--- src/rtl/uart_reg_pkg.sv ---
package uart_reg_pkg;
  typedef enum logic [2:0] {
    SEL_NONE,
    SEL_THR,
    SEL_DLL,
    SEL_DLH,
    SEL_FCR,
    SEL_EFR,
    SEL_LCR,
    SEL_DLF
  } reg_sel_e;

  localparam logic [2:0] ADR_DATA = 3'd0;
  localparam logic [2:0] ADR_HIGH = 3'd1;
  localparam logic [2:0] ADR_CTRL = 3'd2;
  localparam logic [2:0] ADR_LINE = 3'd3;
  localparam logic [2:0] ADR_FRAC = 3'd7;
endpackage

--- src/rtl/uart_reg_decode.sv ---
module uart_reg_decode
  import uart_reg_pkg::*;
(
  input  logic [2:0] addr_i,
  input  logic       dlab_i,
  input  logic       efr_open_i,
  input  logic       frac_en_i,
  output reg_sel_e   sel_o
);
  always_comb begin
    unique case (addr_i)
      ADR_DATA: sel_o = dlab_i ? SEL_DLL : SEL_THR;
      ADR_HIGH: sel_o = dlab_i ? SEL_DLH : SEL_NONE;
      ADR_CTRL: sel_o = efr_open_i ? SEL_EFR : SEL_FCR;
      ADR_LINE: sel_o = SEL_LCR;
      ADR_FRAC: sel_o = (dlab_i && frac_en_i) ? SEL_DLF : SEL_NONE;
      default:  sel_o = SEL_NONE;
    endcase
  end
endmodule

--- src/rtl/uart_reg_div.sv ---
module uart_reg_div #(
  parameter int DATA_W = 8,
  parameter int FRAC_W = 6,
  localparam int DIV_W = 2 * DATA_W
) (
  input  logic              clk_i,
  input  logic              rst_ni,
  input  logic              we_lo_i,
  input  logic              we_hi_i,
  input  logic              we_frac_i,
  input  logic [DATA_W-1:0] wdata_i,
  output logic [DIV_W-1:0]  div_o,
  output logic [FRAC_W-1:0] frac_o
);
  always_ff @(posedge clk_i or negedge rst_ni) begin
    if (!rst_ni) begin
      div_o  <= '0;
      frac_o <= '0;
    end else begin
      if (we_lo_i)   div_o[DATA_W-1:0]     <= wdata_i;
      if (we_hi_i)   div_o[DIV_W-1:DATA_W] <= wdata_i;
      if (we_frac_i) frac_o                <= wdata_i[FRAC_W-1:0];
    end
  end
endmodule

--- src/rtl/uart_reg_fifo_ctl.sv ---
module uart_reg_fifo_ctl (
  input  logic       clk_i,
  input  logic       rst_ni,
  input  logic       we_i,
  input  logic [2:0] ctl_i,
  output logic       fifo_en_o,
  output logic       rx_rst_o,
  output logic       tx_rst_o
);
  // clear bits are pulses, never held
  always_ff @(posedge clk_i or negedge rst_ni) begin
    if (!rst_ni) begin
      fifo_en_o <= 1'b0;
      rx_rst_o  <= 1'b0;
      tx_rst_o  <= 1'b0;
    end else begin
      rx_rst_o <= we_i & ctl_i[1];
      tx_rst_o <= we_i & ctl_i[2];
      if (we_i) fifo_en_o <= ctl_i[0];
    end
  end
endmodule

--- src/rtl/uart_reg_gate.sv ---
module uart_reg_gate
  import uart_reg_pkg::*;
#(
  parameter int          DATA_W  = 8,
  parameter int          FRAC_W  = 6,
  parameter logic [7:0]  EFR_KEY = 8'hBF,
  parameter int          ENH_BIT = 4,
  localparam int         DIV_W   = 2 * DATA_W
) (
  input  logic              clk_i,
  input  logic              rst_ni,
  input  logic [2:0]        addr_i,
  input  logic              wr_i,
  input  logic              rd_i,
  input  logic [DATA_W-1:0] wdata_i,
  output logic [DATA_W-1:0] rdata_o,
  output logic [1:0]        word_len_o,
  output logic              two_stop_o,
  output logic              parity_en_o,
  output logic              parity_even_o,
  output logic              break_o,
  output logic              dlab_o,
  output logic              enh_en_o,
  output logic              fifo_en_o,
  output logic              rx_fifo_rst_o,
  output logic              tx_fifo_rst_o,
  output logic              tx_push_o,
  output logic [DATA_W-1:0] tx_data_o,
  output logic [DIV_W-1:0]  div_o,
  output logic [FRAC_W-1:0] div_frac_o
);
  logic [DATA_W-1:0] lcr_q;
  logic [DATA_W-1:0] efr_q;
  reg_sel_e          sel;
  logic              efr_open;

  assign efr_open = (lcr_q == EFR_KEY);

  uart_reg_decode u_dec (
    .addr_i     (addr_i),
    .dlab_i     (lcr_q[7]),
    .efr_open_i (efr_open),
    .frac_en_i  (efr_q[ENH_BIT]),
    .sel_o      (sel)
  );

  uart_reg_div #(.DATA_W(DATA_W), .FRAC_W(FRAC_W)) u_div (
    .clk_i     (clk_i),
    .rst_ni    (rst_ni),
    .we_lo_i   (wr_i && sel == SEL_DLL),
    .we_hi_i   (wr_i && sel == SEL_DLH),
    .we_frac_i (wr_i && sel == SEL_DLF),
    .wdata_i   (wdata_i),
    .div_o     (div_o),
    .frac_o    (div_frac_o)
  );

  uart_reg_fifo_ctl u_fifo (
    .clk_i     (clk_i),
    .rst_ni    (rst_ni),
    .we_i      (wr_i && sel == SEL_FCR),
    .ctl_i     (wdata_i[2:0]),
    .fifo_en_o (fifo_en_o),
    .rx_rst_o  (rx_fifo_rst_o),
    .tx_rst_o  (tx_fifo_rst_o)
  );

  always_ff @(posedge clk_i or negedge rst_ni) begin
    if (!rst_ni) begin
      lcr_q     <= '0;
      efr_q     <= '0;
      tx_push_o <= 1'b0;
      tx_data_o <= '0;
    end else begin
      if (wr_i && sel == SEL_LCR) lcr_q <= wdata_i;
      if (wr_i && sel == SEL_EFR) efr_q <= wdata_i;
      tx_push_o <= wr_i && sel == SEL_THR;
      if (wr_i && sel == SEL_THR) tx_data_o <= wdata_i;
    end
  end

  logic [DATA_W-1:0] rd_mux;
  always_comb begin
    unique case (sel)
      SEL_DLL: rd_mux = div_o[DATA_W-1:0];
      SEL_DLH: rd_mux = div_o[DIV_W-1:DATA_W];
      SEL_EFR: rd_mux = efr_q;
      SEL_LCR: rd_mux = lcr_q;
      SEL_DLF: rd_mux = DATA_W'(div_frac_o);
      default: rd_mux = '0;
    endcase
  end

  always_ff @(posedge clk_i or negedge rst_ni) begin
    if (!rst_ni)   rdata_o <= '0;
    else if (rd_i) rdata_o <= rd_mux;
  end

  assign word_len_o    = lcr_q[1:0];
  assign two_stop_o    = lcr_q[2];
  assign parity_en_o   = lcr_q[3];
  assign parity_even_o = lcr_q[4];
  assign break_o       = lcr_q[6];
  assign dlab_o        = lcr_q[7];
  assign enh_en_o      = efr_q[ENH_BIT];
endmodule

--- config.mk ---
export PLATFORM = sky130hd
export DESIGN_NAME = uart_reg_gate
export DESIGN_NICKNAME = d
export VERILOG_FILES = /design/src/rtl/uart_reg_pkg.sv /design/src/rtl/uart_reg_decode.sv /design/src/rtl/uart_reg_div.sv /design/src/rtl/uart_reg_fifo_ctl.sv /design/src/rtl/uart_reg_gate.sv
export SDC_FILE = /design/constraint.sdc
export NUM_CORES = 1
export LEC_CHECK = 0
export CORE_ASPECT_RATIO = 0.75
export CORE_MARGIN = 5
export CORE_UTILIZATION = 55
export DETAILED_ROUTE_END_ITERATION = 10
export DONT_BUFFER_PORTS = 1
export GPL_ROUTABILITY_DRIVEN = 0
export PLACE_DENSITY = 0.78
export SYNTH_ARGS = -nofsm -noshare
export SYNTH_HDL_FRONTEND = slang
export SYNTH_SLANG_ARGS = --single-unit
--- constraint.sdc ---
create_clock -name clk_i -period 1.8 [get_ports clk_i]
set_input_delay 0.54 -clock clk_i [delete_from_list [all_inputs] [get_ports clk_i]]
set_output_delay 0.54 -clock clk_i [all_outputs]
set_load 0.02 [all_outputs]
==> reports/qor.yml, run 1 <==
status:
  outcome: "complete, but fails checks"
  violations: "hold timing"
timing:
  period_share_pct: 94.8
  period_needed_ps: 1710
  finClkSkew_ps: 7.24
  setup_viol: 0
  setup_slack_ps: 94.3
  finalHoldViolations: 58
  hold_ws_ps: -103
  maxClockFrequency_ghz: 0.586
  tightest_slew_ps: 543
  slew_viol_final: 0
  grt_setup_unrepaired: "false"
  max-slew-margin-rel_pct: 63.7
  fin_tns_setup_ps: 0
placed_design:
  io_buffers: 0
  dpl.hpwl_um: 4330
  post-place-ws_ps: 40.3
logic_synthesis:
  netlist.area_leader.share_pct: 58.4
  synth-edff-count: 0
  syn_nets: 197
  yosys_register_bits: 58
  netlist_top_cells_area: "dfrtp_1 (58%), mux2_2 (21%), a221oi_1 (2.5%)"
  synth_warnings: 0
  async_flop_share_pct: 100
  synth_area_sq_mm: 0.00249
  syn_avg_cell_area_sq_um: 13.7
  synthFlopType: "dfrtp_1"
  synthesis.instances: 182
  synth_top_cell_by_area: "dfrtp_1"
  ys_seq_area_share_pct: 58.4
  ys_types: 32
critical_path:
  r2r-end: "tx_data_o[5]"
  start_kind: "register"
  critical_path_arrival_ps: 1920
  end_kind: "register"
  crit_required_ps: 2010
  reg2reg_from: "lcr_q[7]"
  crit_type: "reg -> reg"
  reg2reg_depth: 3
  cp_max_fo: 9
  endpoint: "tx_data_o[5]"
  reg2reg_setup_slack_ps: 90
  startpoint: "lcr_q[7]"
final_layout:
  regArea_sq_mm: 0.00145
  nNetsFinal: 211
  multi_input_area_sq_um: 978
  drive_gt1_share_pct: 40.0
  utilization_pct: 63.2
  nFillCells: 343
  diodes: 0
  syn_to_final_growth_pct: 12.1
clocking:
  htreeDepth: 3
  cts_made_buffers: 9
  clkTransAtPathRegs_ps: 60
  clkSinkCount: 58
  clock_tree.root_cell: "clkbuf_8"
  insertion_delay_ps: 330
  cts_tree: "done"
  cts.path.max_buffers: 2
route:
  drc_errors: 0
  drt-initial-drc-count: 111
  post_drt_wl_per_cell_um: 23.3
  firstDrtPassIters: 4
  ant_nets: 0
  totalWireLength_um: 5980
  routed_via_density: 6.25
  dr_total_vias: 1607
power_and_ir_drop:
  p_leak_nw: 1.24
  power_density_mw_per_mm2: 1310
  fin_total_pwr_mw: 3.66
  ir_drop_v: 0.000728
die:
  design.core.area_sq_mm: 0.00441
  die_area_sq_mm: 0.00598
  die_w_um: 87.7
  dieHeight_um: 68.2
  fp-row-count: 21
  io-pin-count: 65
  start_util_pct: 56.3
grt:
  grt_pass1_wl_um: 9450
  grt-ovfl-total: 0
  grt_max_degree: 59
  grt_pass1_vias: 1715
  grtUsageTotal_pct: 22.3
  antenna_found_initial: 0
run:
  cap_viol_max_count: 0
hold_path:
  min_path_type: "in -> async"
## worst max-delay path, stage by stage (launching register included)
cell	delay [ps]
dfrtp_1	460
nor4_2	330
nand2_1	390
mux2_2	410
## per-layer routing
layer | part of all wire (%) | global-route usage, % | vias to the layer above
met2 | 48 | 34.1 | 69
met4 | 1.2 | 8.05 | 0
met3 | 11 | 11.1 | 10
met5 | 0 | 0 | -
li1 | - | - | 691
met1 | 40 | 27.4 | 837
## cell families after synthesis
family,Yosys count,share of synthesized area (%)
AOI/OAI and AO/OA,25,7.24
DFF,58,58.4
and+or+nand+nor,39,10.1
muxes,48,21.7
buffers and inverters,12,2.62
## where the power goes
group          total, mW  internal (mW)  switching [mW]
clock network       1.14          0.665           0.471
logic              0.481          0.272           0.209
registers           2.05           1.56           0.484
## area by class of cell
cell class                      count  share of cell area (%)
Clock buffer                       12                    5.21
Clock inverter                      3                    1.44
Inverter                            3                   0.404
Multi-Input combinational cell    112                    35.1
Sequential cell                    58                    52.1
Tap cell                           57                    2.56
Timing Repair Buffer               12                    3.23
## cell usage after synthesis, types with 2 or more instances
master     n
a21oi_1    2
buf_4      2
mux2_2    47
nand2b_1   2
inv_1      3
nand2_1   10
and2_1     4
a221oi_1   7
a22oi_1    6
buf_2      4
nor2_1     9
dfrtp_1   58
a31oi_1    6
clkbuf_1   2
o21ai_0    2
nand2_2    2
## what timing repair did
action | 4_1_cts | 5_1_grt
resized for setup | 0 | 1
hold endpoints to repair | 58 | 58
setup buffers | 0 | 0
setup endpoints to repair | 0 | 1
## cells in the final DEF, fill, tap and decap left out, types with 3 or more instances in the layout
master	Yosys	layout
dfrtp_1	58	58
mux2_2	47	47
buf_4	2	12
nand2_1	10	10
clkbuf_8	0	10
nor2_1	9	9
a221oi_1	7	7
a22oi_1	6	6
a31oi_1	6	6
and2_1	4	4
inv_1	3	3
## worst min-delay path by stage
stage                      start         endpoint  slack, ps  depth (start not counted)
after detailed placement  rst_ni  u_div.frac_o[4]        250                          0
after global placement    rst_ni        tx_push_o        250                          0
after CTS                 rst_ni       rdata_o[5]       -120                          0
final                     rst_ni       rdata_o[5]       -100                          0
after global routing      rst_ni         lcr_q[4]       -140                          0
after floorplan           rst_ni         efr_q[0]        240                          0
## per-stage QoR
stage          hold WS (ps)  cell area, sq um  instances
3_5_place_dp            246              2590        242
3_3_place_gp            246              2590        242
4_1_cts                -117              2780        257
6_report               -103              2790        257
5_1_grt                -136              2790        257
2_1_floorplan           244              2490        182
## sequential cells by signal (all words and copies together) (netlist names)
signal,count
efr_q,8
lcr_q,8
rdata_o,8
tx_data_o,8
tx_push_o,1
u_div.div_o,16
u_div.frac_o,6
u_fifo.fifo_en_o,1
u_fifo.rx_rst_o,1
u_fifo.tx_rst_o,1
Note: power is estimated with default switching activity, not from simulation.
==> run 2: changes to the inputs <==
- PLACE_DENSITY: 0.78 -> 0.7
==> run 2 against run 1 <==
The flow still finishes with violations (hold timing). Highest routed layer unchanged. Critical path type unchanged. Non-clock buffer count grew 2. Power increased by 5.1%. Largest cell class unchanged. Setup slack worse by 1.1 ps. Register-to-register slack is essentially flat. Cell count up 1.2%.
==> reports/qor.yml, run 2 (synthesis results as in run 1) <==
final_layout:
  diodes: 0  # unchanged
  drive_gt1_share_pct: 42.4  # +2.4 points
  syn_to_final_growth_pct: 14.4
  largest_reg_flops: 16  # unchanged
  final_cell_mix: "dfrtp_1 (58), mux2_2 (47), buf_4 (14)"
  largest_register: "u_div.div_o"
  final_common_cell: "dfrtp_1"
  nNetsFinal: 213  # +0.95%
timing:
  fin_tns_setup_ps: 0  # unchanged
  grt_setup_unrepaired: "false"
  finalHoldViolations: 58  # unchanged
  slew_viol_final: 0  # unchanged
  finClkSkew_ps: 5.58  # -1.66 ps
  maxClockFrequency_ghz: 0.586  # about the same
  tightest_slew_ps: 380  # -163 ps
  setup_slack_ps: 93.2  # -1.09 ps
  period_share_pct: 94.8  # about the same
  period_needed_ps: 1710  # +1.09 ps
  max-slew-margin-rel_pct: 74.7  # +11 points
  hold_ws_ps: -108  # -5.57 ps
  setup_viol: 0  # unchanged
status:
  violations: "hold timing"
  outcome: "complete, but fails checks"
hold_path:
  min_path_type: "in -> async"
critical_path:
  start_kind: "register"
  end_kind: "register"
  cp_max_fo: 8  # -1
  crit_chain: "nand4b_1 > nor4_4 > buf_4 > buf_4 > nand2_1 > a31oi_1"
  reg2reg_setup_slack_ps: 90  # about the same
  critical_path_arrival_ps: 1960  # +40 ps
  reg2reg_from: "lcr_q[7]"
  max_stage_delay_ps: 490  # +30 ps
  critPathSlowestCell: "dfrtp_1"
  r2r-end: "rdata_o[1]"
  crit_required_ps: 2050  # +40 ps
  reg2reg_depth: 6  # +3
  crit_type: "reg -> reg"
  crit_top_cell: "buf_4"
power_and_ir_drop:
  p_leak_nw: 1.27  # +2.5%
  fin_total_pwr_mw: 3.85  # +5.1%
  power_density_mw_per_mm2: 1350  # +3.0%
  ir_drop_v: 0.000738  # +1.4%
route:
  drt-initial-drc-count: 92  # -17%
  ant_nets: 0  # unchanged
  firstDrtPassIters: 4  # unchanged
  post_drt_wl_per_cell_um: 23.4  # +0.68%
  drc_errors: 0  # unchanged
  routed_via_density: 6.32  # +1.1%
  totalWireLength_um: 6100  # +1.9%
  dr_total_vias: 1644  # +2.3%
clocking:
  cts_tree: "done"
  clkTransAtPathRegs_ps: 70  # about the same
  insertion_delay_ps: 340  # about the same
  htreeDepth: 3  # unchanged
  cts_made_buffers: 9  # unchanged
  clock_tree.root_cell: "clkbuf_8"
  cts.path.max_buffers: 2  # unchanged
  clkSinkCount: 58  # unchanged
grt:
  grt_pass1_vias: 1757  # +2.4%
  antenna_found_initial: 0  # unchanged
  grt_max_degree: 59  # unchanged
  grt-ovfl-total: 0  # unchanged
  grtUsageTotal_pct: 22.5  # +0.23 points
  grt_pass1_wl_um: 9620  # +1.8%
die:
  start_util_pct: 56.3  # unchanged
  fp-row-count: 21  # unchanged
  die_w_um: 87.7  # unchanged
  design.core.area_sq_mm: 0.00441  # unchanged
  dieHeight_um: 68.2  # unchanged
  io-pin-count: 65  # unchanged
  die_area_sq_mm: 0.00598  # unchanged
placed_design:
  post-place-ws_ps: 52.0  # +11.7 ps
  io_buffers: 0  # unchanged
  dpl.hpwl_um: 4270  # -1.4%
run:
  cap_viol_max_count: 0  # unchanged
run 2: cell count changes in the layout (fill, tap and decap cells not counted), sizes merged:
cell,change
buf,+2
bufinv,+1
clkbuf,-1
clkinvlp,+1
run 2: critical path: cells and delay by family (launching register included):
kind,cells,cell delay [ps]
compound gates,1,150
buf+inv,2,330
flops,1,490
simple gates,3,660
run 2: what timing repair did:
item,CTS,global route
hold endpoints to repair,58,58
gates resized for setup,0,3
setup buffers,0,1
setup endpoints to repair,0,12
run 2: routing by layer:
metal  track usage (%)  vias to the layer above  part of all wire, %
li1                  -                      701                    -
met4              7.28                        0                  1.0
met2              34.7                       74                   49
met5                 0                        -                    0
met3              11.7                       10                   11
met1              27.5                      859                   39
run 2: area by class of cell:
| type | instances | area (sq um) |
|---|---|---|
| Clock buffer | 11 | 141 |
| Clock inverter | 5 | 77.6 |
| Fill cell | 348 | 1570 |
| Inverter | 3 | 11.3 |
| Multi-Input combinational cell | 112 | 987 |
| Sequential cell | 58 | 1450 |
| Tap cell | 57 | 71.3 |
| Timing Repair Buffer | 14 | 105 |
run 2: through the flow:
stage | instance area (sq um) | instances | util [%]
global route | 2850 | 260 | 64.5
CTS | 2820 | 259 | 63.9
finish | 2850 | 260 | 64.5
global placement | 2600 | 243 | 59.0
detailed placement | 2600 | 243 | 59.0
floorplan | 2490 | 182 | -
run 2: report_power, final:
group | switching [mW] | internal (mW) | total [mW] | leakage [nW]
Combinational | 0.207 | 0.272 | 0.478 | 0.429
Clock | 0.512 | 0.812 | 1.32 | 0.109
Sequential | 0.485 | 1.56 | 2.05 | 0.733
Total | 1.20 | 2.65 | 3.85 | 1.27
run 2: how the worst max path moves through the flow:
stage	slack [ps]	start	cells past startpoint	endpoint
detailed placement	50	addr_i[0]	4	efr_q[3]
finish	90	lcr_q[7]	6	rdata_o[1]
global route	20	lcr_q[7]	6	rdata_o[1]
global placement	60	addr_i[0]	4	efr_q[2]
floorplan	30	addr_i[2]	6	u_div.frac_o[0]
CTS	30	lcr_q[7]	4	efr_q[3]
==> run 3: changes to the inputs <==
- CTS_CLUSTER_DIAMETER: not set -> 100
==> results of run 3 <==
No change in the layout: final DEF, timing and power equal those of run 2.
